**src/rtl/spiPortPkg.sv**
```systemverilog
package spiPortPkg;

  localparam logic [1:0] ADDR_CTRL   = 2'd0;
  localparam logic [1:0] ADDR_STATUS = 2'd1;
  localparam logic [1:0] ADDR_DATA   = 2'd2;
  localparam logic [1:0] ADDR_CLKDIV = 2'd3;

  localparam int CTL_CPHA   = 0;
  localparam int CTL_CPOL   = 1;
  localparam int CTL_MASTER = 2;
  localparam int CTL_LSB    = 3;

  localparam int ST_DONE = 0;
  localparam int ST_WCOL = 1;
  localparam int ST_ROVR = 2;
  localparam int ST_MODF = 3;

  typedef struct packed {
    logic load;       // take wrData into the transmit shift register
    logic start;      // transfer begins: rewind bit index, clear receive shifter
    logic advance;    // present the next transmit bit
    logic sample;     // shift sampleBit into the receive shifter
    logic commit;     // copy the received byte into the read buffer
    logic lsbFirst;   // bit order in force
    logic sampleBit;  // serial input bit selected by role
  } spiStrobes_t;

endpackage

```
**src/rtl/spiDatapath.sv**
```systemverilog
module spiDatapath
  import spiPortPkg::*;
#(
  parameter int DATA_W = 8
) (
  input  logic              clk,
  input  logic              rstN,
  input  spiStrobes_t       strobes,
  input  logic [DATA_W-1:0] wrData,
  input  logic              busy,
  input  logic              doneFlag,
  output logic              txBit,
  output logic [DATA_W-1:0] rxBuf
);

  localparam int IDX_W = $clog2(DATA_W);
  localparam logic [IDX_W-1:0] TOP_IDX = IDX_W'(DATA_W - 1);

  logic [DATA_W-1:0] txReg;
  logic [DATA_W-1:0] rxReg;
  logic [DATA_W-1:0] rxShift;
  logic [IDX_W-1:0]  bitIdx;

  always_comb begin
    if (strobes.lsbFirst) rxShift = {strobes.sampleBit, rxReg[DATA_W-1:1]};
    else                  rxShift = {rxReg[DATA_W-2:0], strobes.sampleBit};
  end

  assign txBit = strobes.lsbFirst ? txReg[bitIdx] : txReg[TOP_IDX - bitIdx];

  always_ff @(posedge clk or negedge rstN) begin
    if (!rstN) begin
      txReg  <= '0;
      rxReg  <= '0;
      bitIdx <= '0;
      rxBuf  <= '0;
    end else begin
      if (strobes.load) txReg <= wrData;

      if (strobes.load || strobes.start) bitIdx <= '0;
      else if (strobes.advance)          bitIdx <= bitIdx + 1'b1;

      if (strobes.start)       rxReg <= '0;
      else if (strobes.sample) rxReg <= rxShift;

      if (strobes.commit) rxBuf <= strobes.sample ? rxShift : rxReg;
    end
  end

  AST_TX_HELD_BUSY: assert property (@(posedge clk) disable iff (!rstN)
    (busy && $past(busy)) |-> $stable(txReg));

  AST_RXBUF_HELD_DONE: assert property (@(posedge clk) disable iff (!rstN)
    (doneFlag && $past(doneFlag)) |-> $stable(rxBuf));

endmodule

```
**src/rtl/spiControl.sv**
```systemverilog
module spiControl
  import spiPortPkg::*;
#(
  parameter int DATA_W      = 8,
  parameter int CNT_W       = 8,
  parameter int MIN_DIV     = 8,
  parameter int SYNC_STAGES = 2
) (
  input  logic              clk,
  input  logic              rstN,
  input  logic [1:0]        regSel,
  input  logic              wrEn,
  input  logic              rdEn,
  input  logic [DATA_W-1:0] wrData,
  input  logic              sckIn,
  input  logic              mosiIn,
  input  logic              misoIn,
  input  logic              sselN,
  output spiStrobes_t       strobes,
  output logic              busy,
  output logic              doneFlag,
  output logic [3:0]        ctrlOut,
  output logic [3:0]        statusOut,
  output logic [CNT_W-1:0]  clkOut,
  output logic              sckOut,
  output logic              sckOe,
  output logic              mosiOe,
  output logic              misoOe
);

  localparam int EDGE_W = $clog2(2 * DATA_W);
  localparam int SCNT_W = $clog2(DATA_W);
  localparam logic [EDGE_W-1:0] EDGE_LAST   = EDGE_W'(2 * DATA_W - 1);
  localparam logic [SCNT_W-1:0] SAMPLE_LAST = SCNT_W'(DATA_W - 1);
  localparam logic [CNT_W-1:0]  DIV_FLOOR   = CNT_W'(MIN_DIV);

  // register state
  logic [3:0]       ctrlReg;
  logic [CNT_W-1:0] clkReg;
  logic             wcolF, rovrF, modfF, armed;

  // transfer state
  logic             latCpha, latCpol, latMaster, latLsb;
  logic [CNT_W-1:0] latHalf;
  logic [CNT_W-1:0] divCnt;
  logic [EDGE_W-1:0] edgeCnt;
  logic [SCNT_W-1:0] sampleCnt;
  logic             sckInt;

  // input synchronizers
  logic [SYNC_STAGES-1:0] sckPipe, mosiPipe, sselPipe;
  logic sckSync, mosiSync, sselAct, sckPrev, sselActPrev;

  assign sckSync  = sckPipe[SYNC_STAGES-1];
  assign mosiSync = mosiPipe[SYNC_STAGES-1];
  assign sselAct  = ~sselPipe[SYNC_STAGES-1];

  // decoded register accesses
  logic dataWr, dataAcc, statusRd;
  assign dataWr   = wrEn && (regSel == ADDR_DATA);
  assign dataAcc  = (wrEn || rdEn) && (regSel == ADDR_DATA);
  assign statusRd = rdEn && (regSel == ADDR_STATUS);

  logic ctrlMaster, ctrlCpha, ctrlCpol, ctrlLsb;
  assign ctrlMaster = ctrlReg[CTL_MASTER];
  assign ctrlCpha   = ctrlReg[CTL_CPHA];
  assign ctrlCpol   = ctrlReg[CTL_CPOL];
  assign ctrlLsb    = ctrlReg[CTL_LSB];

  // effective divisor: even, floored at MIN_DIV
  logic [CNT_W-1:0] effDiv;
  assign effDiv = (clkReg < DIV_FLOOR) ? DIV_FLOOR : {clkReg[CNT_W-1:1], 1'b0};

  // master edge engine
  logic masterBusy, slaveBusy, mTick, mLead, mTrail, mLast;
  assign masterBusy = busy && latMaster;
  assign slaveBusy  = busy && !latMaster;
  assign mTick  = masterBusy && (divCnt == latHalf - CNT_W'(1));
  assign mLead  = mTick && !edgeCnt[0];
  assign mTrail = mTick && edgeCnt[0];
  assign mLast  = mTrail && (edgeCnt == EDGE_LAST);

  // slave edge detection
  logic cpolNow, sckEdge, sLead, sTrail, sselFall, sselRise;
  assign cpolNow  = busy ? latCpol : ctrlCpol;
  assign sckEdge  = sckSync ^ sckPrev;
  assign sLead    = sckEdge && (sckPrev == cpolNow);
  assign sTrail   = sckEdge && (sckPrev != cpolNow);
  assign sselFall = sselAct && !sselActPrev;
  assign sselRise = !sselAct && sselActPrev;

  // transfer events
  logic masterStart, slaveStart, startAny;
  logic sampleEv, advanceEv, completeEv, abortEv, wcolSet, modfSet;

  assign masterStart = dataWr && !busy && ctrlMaster && !sselAct;
  assign slaveStart  = !busy && !ctrlMaster &&
                       (ctrlCpha ? (sselAct && sckEdge) : sselFall);
  assign startAny    = masterStart || slaveStart;

  always_comb begin
    sampleEv   = 1'b0;
    advanceEv  = 1'b0;
    completeEv = 1'b0;
    abortEv    = 1'b0;
    if (masterBusy) begin
      sampleEv   = latCpha ? mTrail : mLead;
      advanceEv  = latCpha ? (mLead && (edgeCnt != '0)) : mTrail;
      abortEv    = sselAct;
      completeEv = mLast && !sselAct;
    end else if (slaveBusy) begin
      sampleEv  = latCpha ? sTrail : sLead;
      advanceEv = latCpha ? sLead : sTrail;
      if (latCpha) begin
        completeEv = sampleEv && (sampleCnt == SAMPLE_LAST) && sselAct;
        abortEv    = sselRise;
      end else begin
        completeEv = sselRise;
      end
    end
  end

  assign wcolSet = dataWr && busy;
  assign modfSet = ctrlMaster && sselAct && (!busy || latMaster);

  // strobes to the datapath
  always_comb begin
    strobes.load      = dataWr && !busy;
    strobes.start     = startAny;
    strobes.advance   = advanceEv;
    strobes.sample    = sampleEv;
    strobes.commit    = completeEv && !doneFlag;
    strobes.lsbFirst  = busy ? latLsb : ctrlLsb;
    strobes.sampleBit = latMaster ? misoIn : mosiSync;
  end

  always_ff @(posedge clk or negedge rstN) begin
    if (!rstN) begin
      sckPipe     <= '0;
      mosiPipe    <= '0;
      sselPipe    <= '1;
      sckPrev     <= 1'b0;
      sselActPrev <= 1'b0;
      ctrlReg     <= '0;
      clkReg      <= '0;
      doneFlag    <= 1'b0;
      wcolF       <= 1'b0;
      rovrF       <= 1'b0;
      modfF       <= 1'b0;
      armed       <= 1'b0;
      busy        <= 1'b0;
      latCpha     <= 1'b0;
      latCpol     <= 1'b0;
      latMaster   <= 1'b0;
      latLsb      <= 1'b0;
      latHalf     <= '0;
      divCnt      <= '0;
      edgeCnt     <= '0;
      sampleCnt   <= '0;
      sckInt      <= 1'b0;
    end else begin
      sckPipe     <= {sckPipe[SYNC_STAGES-2:0], sckIn};
      mosiPipe    <= {mosiPipe[SYNC_STAGES-2:0], mosiIn};
      sselPipe    <= {sselPipe[SYNC_STAGES-2:0], sselN};
      sckPrev     <= sckSync;
      sselActPrev <= sselAct;

      if (wrEn && (regSel == ADDR_CTRL))   ctrlReg <= wrData[3:0];
      if (wrEn && (regSel == ADDR_CLKDIV)) clkReg  <= CNT_W'(wrData);

      if (statusRd)     armed <= 1'b1;
      else if (dataAcc) armed <= 1'b0;

      // clear first, then let set events win
      if (armed && dataAcc) begin
        doneFlag <= 1'b0;
        wcolF    <= 1'b0;
        rovrF    <= 1'b0;
        modfF    <= 1'b0;
      end
      if (wcolSet) wcolF <= 1'b1;
      if (modfSet) modfF <= 1'b1;
      if (completeEv) begin
        if (doneFlag) rovrF    <= 1'b1;
        else          doneFlag <= 1'b1;
      end

      if (startAny) begin
        busy      <= 1'b1;
        latCpha   <= ctrlCpha;
        latCpol   <= ctrlCpol;
        latMaster <= ctrlMaster;
        latLsb    <= ctrlLsb;
        latHalf   <= effDiv >> 1;
        divCnt    <= '0;
        edgeCnt   <= '0;
        sampleCnt <= '0;
        sckInt    <= 1'b0;
      end else if (busy) begin
        if (completeEv || abortEv) busy <= 1'b0;
        if (latMaster) begin
          if (mTick) begin
            divCnt  <= '0;
            sckInt  <= ~sckInt;
            edgeCnt <= edgeCnt + 1'b1;
          end else begin
            divCnt <= divCnt + 1'b1;
          end
        end
        if (sampleEv) sampleCnt <= sampleCnt + 1'b1;
      end
    end
  end

  assign ctrlOut   = ctrlReg;
  assign clkOut    = clkReg;
  assign statusOut = {modfF, rovrF, wcolF, doneFlag};

  assign sckOut = masterBusy ? (latCpol ^ sckInt) : ctrlCpol;
  assign sckOe  = ctrlMaster;
  assign mosiOe = ctrlMaster;
  assign misoOe = !ctrlMaster && !sselN;

  AST_DONE_AFTER_BUSY: assert property (@(posedge clk) disable iff (!rstN)
    $rose(doneFlag) |-> !busy);

  AST_SCK_STEADY: assert property (@(posedge clk) disable iff (!rstN)
    (masterBusy && !mTick && !sselAct) |=> $stable(sckOut));

  AST_MODF_STOPS: assert property (@(posedge clk) disable iff (!rstN)
    $rose(modfF) |-> !busy);

endmodule

```
**src/rtl/spiPort.sv**
```systemverilog
module spiPort
  import spiPortPkg::*;
#(
  parameter int DATA_W      = 8,
  parameter int CNT_W       = 8,
  parameter int MIN_DIV     = 8,
  parameter int SYNC_STAGES = 2
) (
  input  logic              clk,
  input  logic              rstN,
  input  logic [1:0]        regSel,
  input  logic              wrEn,
  input  logic              rdEn,
  input  logic [DATA_W-1:0] wrData,
  output logic [DATA_W-1:0] rdData,
  input  logic              sckIn,
  output logic              sckOut,
  output logic              sckOe,
  input  logic              mosiIn,
  output logic              mosiOut,
  output logic              mosiOe,
  input  logic              misoIn,
  output logic              misoOut,
  output logic              misoOe,
  input  logic              sselN
);

  spiStrobes_t       strobes;
  logic              busy;
  logic              doneFlag;
  logic              txBit;
  logic [DATA_W-1:0] rxBuf;
  logic [3:0]        ctrlOut;
  logic [3:0]        statusOut;
  logic [CNT_W-1:0]  clkOut;

  spiControl #(
    .DATA_W(DATA_W), .CNT_W(CNT_W), .MIN_DIV(MIN_DIV), .SYNC_STAGES(SYNC_STAGES)
  ) uControl (
    .clk(clk), .rstN(rstN), .regSel(regSel), .wrEn(wrEn), .rdEn(rdEn),
    .wrData(wrData), .sckIn(sckIn), .mosiIn(mosiIn), .misoIn(misoIn),
    .sselN(sselN), .strobes(strobes), .busy(busy), .doneFlag(doneFlag),
    .ctrlOut(ctrlOut), .statusOut(statusOut), .clkOut(clkOut),
    .sckOut(sckOut), .sckOe(sckOe), .mosiOe(mosiOe), .misoOe(misoOe)
  );

  spiDatapath #(.DATA_W(DATA_W)) uDatapath (
    .clk(clk), .rstN(rstN), .strobes(strobes), .wrData(wrData),
    .busy(busy), .doneFlag(doneFlag), .txBit(txBit), .rxBuf(rxBuf)
  );

  assign mosiOut = txBit;
  assign misoOut = txBit;

  always_comb begin
    case (regSel)
      ADDR_CTRL:   rdData = DATA_W'(ctrlOut);
      ADDR_STATUS: rdData = DATA_W'(statusOut);
      ADDR_DATA:   rdData = rxBuf;
      default:     rdData = DATA_W'(clkOut);
    endcase
  end

endmodule

```
**config.mk**
```make
export PLATFORM = sky130hd
export DESIGN_NAME = spiPort
export DESIGN_NICKNAME = d
export VERILOG_FILES = /design/src/rtl/spiPortPkg.sv /design/src/rtl/spiDatapath.sv /design/src/rtl/spiControl.sv /design/src/rtl/spiPort.sv
export SDC_FILE = /design/constraint.sdc
export NUM_CORES = 1
export LEC_CHECK = 0
export ABC_AREA = 1
export BUFFER_PORTS_ARGS = -buffer_cell sky130_fd_sc_hd__buf_2
export CAP_MARGIN = 20
export CORE_MARGIN = 2
export CORE_UTILIZATION = 60
export DETAILED_ROUTE_END_ITERATION = 8
export PLACE_DENSITY = 0.84
export SKIP_LAST_GASP = 1
export SLEW_MARGIN = 20
export SYNTH_ARGS = -nofsm -noshare
export SYNTH_HDL_FRONTEND = slang
export SYNTH_SLANG_ARGS = --single-unit
```
**constraint.sdc**
```tcl
create_clock -name clk -period 2.7 [get_ports clk]
set_input_delay 0.27 -clock clk [delete_from_list [all_inputs] [get_ports clk]]
set_output_delay 0.27 -clock clk [all_outputs]
set_load 0.03 [all_outputs]
```
; ---- Yosys cells after proc, flatten, opt, wreduce, memory -nomap -nowiden
; Cells that the tools add are included.
[totals]
ff_bits = 80
output_inout_bits = 14
elab_cells = 163
[op_classes]
addsub = 6
order_cmp = 3
eq_ne = 8
muxes = 60
bitwise = 4
n_reduce_logical = 56
[ops]
columns = cell, count
row1 = 2-to-1 mux 8 bit, 8
row2 = 2-to-1 mux 1 bit, 40
row3 = logical AND 1 bit, 31
row4 = case mux 8 bit (3 select lines), 1
row5 = 2-to-1 mux 4 bit, 4
row6 = nonzero test 2 bit, 8
row7 = 2-to-1 mux 3 bit, 5
row8 = adder 8 x 1 -> 8 bit (second input constant), 1
row9 = == test 8 bit, 1
row10 = < comparator 3 x 4 -> 1 bit (second input constant), 2
row11 = < comparator 8 x 4 -> 1 bit (second input constant), 1
row12 = subtractor 7 x 1 -> 8 bit (second input constant), 1
row13 = logical NOT 1 bit, 7
row14 = adder 3 x 1 -> 3 bit (second input constant), 2
row15 = binary-select mux 1 bit (select 3 bit), 2
row16 = logical OR 1 bit, 5
row17 = adder 4 x 1 -> 4 bit (second input constant), 1
row18 = == test 2 bit (second input constant), 2
row19 = == test 4 bit (second input constant), 1
row20 = AND reduction 2 bit, 2
row21 = nonzero test 4 bit, 1
row22 = == test 3 bit (second input constant), 1
row23 = AND reduction 3 bit, 1
row24 = subtractor 3 bit (first input constant), 1
row25 = 6 further kinds, 8

; ---- Depth between registers and ports, before layout
[logic_depth]
ltp_word = 13
ltp_mapped = 17
ltp_nobuf = 16

; ---- Cells and area by module
; Synthesis repeated with hierarchy kept, for this count alone.
[hier_totals]
cells_unflattened = 549
area_unflattened_um2 = 4322.9
[by_module_without_submodules]
columns = module, n_inst, cells_each, area_each_um2, seq_area_each_um2
row1 = spiControl, 1, 350, 2796.4, 1328.8
row2 = spiDatapath, 1, 160, 1326.3, 675.6
row3 = spiPort, 1, 39, 200.2, 0.0

; ---- Worst setup path before layout
; Ideal clock, no wire load.
[synth_timing]
kind = register to register
from = register uControl.latHalf[0]
to = register uDatapath.rxBuf[7]
setup_time_ns = 0.118
arrival_ns = 1.871
path_slack_ns = 0.712
stages_incl_launch_ff = 14
path_buffers = 0
synth_period_minus_slack_ns = 1.988
cell_sequence = dfrtp_1 -> inv_2 -> ha_1 -> xnor2_1 -> nor2_2 -> nand2_2 -> nor2_4 -> nand3_2 -> nor2_2 -> nand2_2 -> a21oi_4 -> inv_4 -> nand2_1 -> nand2_1
[synth_between]
elab_chain_cells = 8
[synth_lines]
columns = item, line_no
row1 = "start, declared", spiControl.sv:44  ; logic [CNT_W-1:0] latHalf;
row2 = "start signal, assigned", spiControl.sv:194  ; latHalf <= effDiv >> 1;
row3 = subtractor 7 x 1 -> 8 bit *, spiControl.sv:78  ; assign mTick = masterBusy && (divCnt == latHalf - CNT_W'(1));
row4 = == test 8 bit *, spiControl.sv:78
row5 = logical AND 1 bit *, spiControl.sv:78
row6 = logical AND 1 bit, spiControl.sv:80  ; assign mTrail = mTick && edgeCnt[0];
row7 = logical AND 1 bit, spiControl.sv:81  ; assign mLast = mTrail && (edgeCnt == EDGE_LAST);
row8 = logical AND 1 bit, spiControl.sv:110  ; completeEv = mLast && !sselAct;
row9 = 2-to-1 mux 1 bit, spiControl.sv:106  ; if (masterBusy) begin
row10 = logical AND 1 bit, spiControl.sv:132  ; strobes.commit = completeEv && !doneFlag;
row11 = "end signal, assigned", spiDatapath.sv:46  ; if (strobes.commit) rxBuf <= strobes.sample ? rxShift : rxReg;
row12 = "end, declared", spiDatapath.sv:13  ; output logic [DATA_W-1:0] rxBuf
; Mark *: on every way between the ends. The rest lies on a longest branch, timed or not.
; A chain may end at the register's enable or synchronous reset.

; ---- Worst setup path in the final report
[layout_timing]
from = register uControl.latHalf[0]
to = register uDatapath.rxBuf[3]
; Same word-level chain as after synthesis.

==> out/qor.txt <==
status: finished, final reports clean
metal2 WL: 4570 um
met3 wire length: 590 um
final period utilization: 85.1%
routed vias/inst: 5.62
fin crit period: 2300 ps
critical path launch point type: register
Comb pwr share: 42.9%
Row Count: 30
Total GRT Usage: 27.6%
Synth warnings: 0
f_max: 0.435 GHz
Max FO, Critical Path: 9
CTS Buf Count: 9
NetSw: 2.19 mW
Hold WS: 12.1 ps
Routed Antenna Nets: 0
Skew-Pair Late Insertion Delay: 360 ps
fin. max-slew vios: 0
CTS tree: built
drc violations: 0
Metal-1 WL: 4230 um
final weighted congestion in routability-driven placement: 0.880
CP endpoint kind: register
asr flop ratio synth: 100%
antenna cells: 0
Initial Util: 62.0%
vias: 3641
Hold Path Cell Cnt: 1
Clock Skew: 9.74 ps
Top FF cell, synth: dfrtp_1
Die H: 87.5 um
PwrDens: 1070 nW/um^2
Util after Layout: 68.2%
CP arrival: 2550 ps
number of synthesized flops with an enable pin: 0
RR Endpoint: uDatapath.rxBuf[3]$_DFFE_PN0P_
Synth top cells by count: nand2_1 (152), dfrtp_1 (78), o21ai_0 (62)
core area: 6760 um^2
Least-Margin Pin Slew: 707 ps
HPWL Detailed: 6770 um
initial antenna violation count: 0
top sig layer: met4
Clock Sinks: 80
Syn Nets: 554
# resized after CTS: 0
root buf cell: clkbuf_8
Worst-path clk slew: 80 ps
die area: 7660 um^2
htree depth: 3
proportion of layout cells with a drive suffix above 1: 13.4%
first-pass GRT wire length: 16200 um
Hold Path End: uControl.sckPipe[0]$_DFF_PN0_
total wire length: 9650 um
CTS Buffer Depth: 2
NumNets Final: 588
Cell variety after synth: 42
most frequent cell after synthesis: nand2_1
Max-slew headroom: 52.8%
Hold Crit Class: primary input to register
Initial DRT Pass Iterations: 5
Max IR drop VDD: 0.681 mV
worst endpoint required time: 2950 ps
DRT iter0 DRCs: 214
max-cap violations: 0
reg2reg setup slack: 400 ps
kind of critical path: register to register
RR Startpoint: uControl.latHalf[0]$_DFFE_PN0P_
Synth area leaders: dfrtp_1 (47%), nand2_1 (14%), o21ai_0 (7.4%)
post-synth top area cell: dfrtp_1
port buffer count: 31
Int Pwr: 2.75 mW
Mapped Area: 4190 um^2
Seq/Total Area, Yosys: 47.9%
Finish-stage setup viols: 0
Area Growth Syn to Fin: 10.1%
synthesized flop and latch total: 80
clock share of power: 18.0%
Chip Width: 87.5 um
LEAKAGE: 2.35 nW
pin count of the biggest net entering global routing: 81
share of power burned in registers: 39.2%
endpoints failing hold: 0
vias in the first global route: 3444
cells after synthesis: 529
WL/cell: 14.9 um
number of fill cells: 551
grt ovf: 0
setup TNS: 0 ps
Yosys top cell area share: 46.6%
min-delay src: sckIn
syn avg cell area: 7.92 um^2
Top-Level Pins: 32
Reg2Reg Depth: 12
RSZ-0062 raised after global routing: no
Tot Pwr: 4.94 mW
sw frac: 44.3%
[cells in the final DEF (no fill, tap or decap), types with 5 or more instances in the layout]
| master | instances |
|---|---|
| nand4_1 | 7 |
| a21oi_1 | 13 |
| o21ai_1 | 5 |
| xor2_1 | 8 |
| inv_1 | 61 |
| nand3_1 | 40 |
| dfrtp_1 | 78 |
| xnor2_1 | 6 |
| ha_1 | 7 |
| nand2_2 | 5 |
| o21ai_0 | 62 |
| nand2_1 | 152 |
| clkbuf_8 | 10 |
| buf_2 | 30 |
| nor2_1 | 29 |
| nor2_2 | 5 |
[worst max-delay path: stages, from the launching register on]
cell and delay [ps]:
dfrtp_1 420, inv_2 90, ha_1 210, nand3_2 100
nor2_1 170, xor2_2 240, nand3_2 150, nor2_2 140
nand2_2 90, a21oi_4 320, inv_4 100, nand2_1 100
nand2_1 70
[worst max-delay path by stage]
stage / slack [ps] / from / end / depth (start not counted)
3_5_place_dp: 420 / uControl.latHalf[1]$_DFFE_PN0P_ / uDatapath.rxBuf[4]$_DFFE_PN0P_ / 12
3_3_place_gp: 550 / uControl.latHalf[1]$_DFFE_PN0P_ / uDatapath.rxBuf[5]$_DFFE_PN0P_ / 12
4_1_cts: 400 / uControl.latHalf[1]$_DFFE_PN0P_ / uDatapath.rxBuf[3]$_DFFE_PN0P_ / 12
6_report: 400 / uControl.latHalf[0]$_DFFE_PN0P_ / uDatapath.rxBuf[3]$_DFFE_PN0P_ / 12
2_1_floorplan: 710 / uControl.latHalf[0]$_DFFE_PN0P_ / uDatapath.rxBuf[7]$_DFFE_PN0P_ / 13
5_1_grt: 150 / uControl.latHalf[1]$_DFFE_PN0P_ / uDatapath.rxBuf[1]$_DFFE_PN0P_ / 12
[area by class of cell]
type | instances | area (um^2) | share of cell area [%]
Clock buffer | 12 | 145 | 3.15
Clock inverter | 4 | 45.0 | 0.977
Inverter | 68 | 259 | 5.62
Multi-Input combinational cell | 367 | 1850 | 40.0
Sequential cell | 80 | 2000 | 43.5
Tap cell | 80 | 100 | 2.17
Timing Repair Buffer | 37 | 211 | 4.59
[power by group through the flow]
stage,Combinational [mW],Clock (mW),Sequential [mW]
global placement,2.00,0,1.92
CTS,2.12,0.895,1.92
finish,2.12,0.886,1.93
floorplan,1.71,0,1.82
global route,2.42,0.940,1.98
detailed placement,2.09,0,1.94
[per-layer routing]
layer	track usage, %	vias up
li1	-	1786
met1	37.8	1680
met5	0	-
met2	41.9	145
met4	14.7	0
met3	5.18	30
[cell families after synthesis]
kind of cell	synth area share, %
xor+xnor	3.32
compound gates	12.8
simple gates	25.3
flops	47.9
buf+inv	8.07
mux	0.508
fa+ha+maj	2.09
[metrics by stage]
step / std cells / worst slack, ps / instance area, um^2
after floorplan: 529 / 712 / 4190
after global placement: 630 / 546 / 4400
after detailed placement: 630 / 423 / 4400
after CTS: 647 / 399 / 4600
after global routing: 648 / 149 / 4610
final: 648 / 402 / 4610
[sequential cells by signal, indices dropped and copies added (netlist names), 2 cells and up]
signal	cells
uControl.clkOut	8
uControl.ctrlOut	4
uControl.divCnt	8
uControl.edgeCnt	4
uControl.latHalf	7
uControl.mosiPipe	2
uControl.sampleCnt	3
uControl.sckPipe	2
uControl.sselPipe	2
uDatapath.bitIdx	3
uDatapath.rxBuf	8
uDatapath.rxReg	8
uDatapath.txReg	8
[repair_timing]
item | in CTS | in global routing
setup buffers | 0 | 0
hold buffers | 1 | 1
hold endpoints to repair | 1 | 3
(Power assumes the default switching activity.)
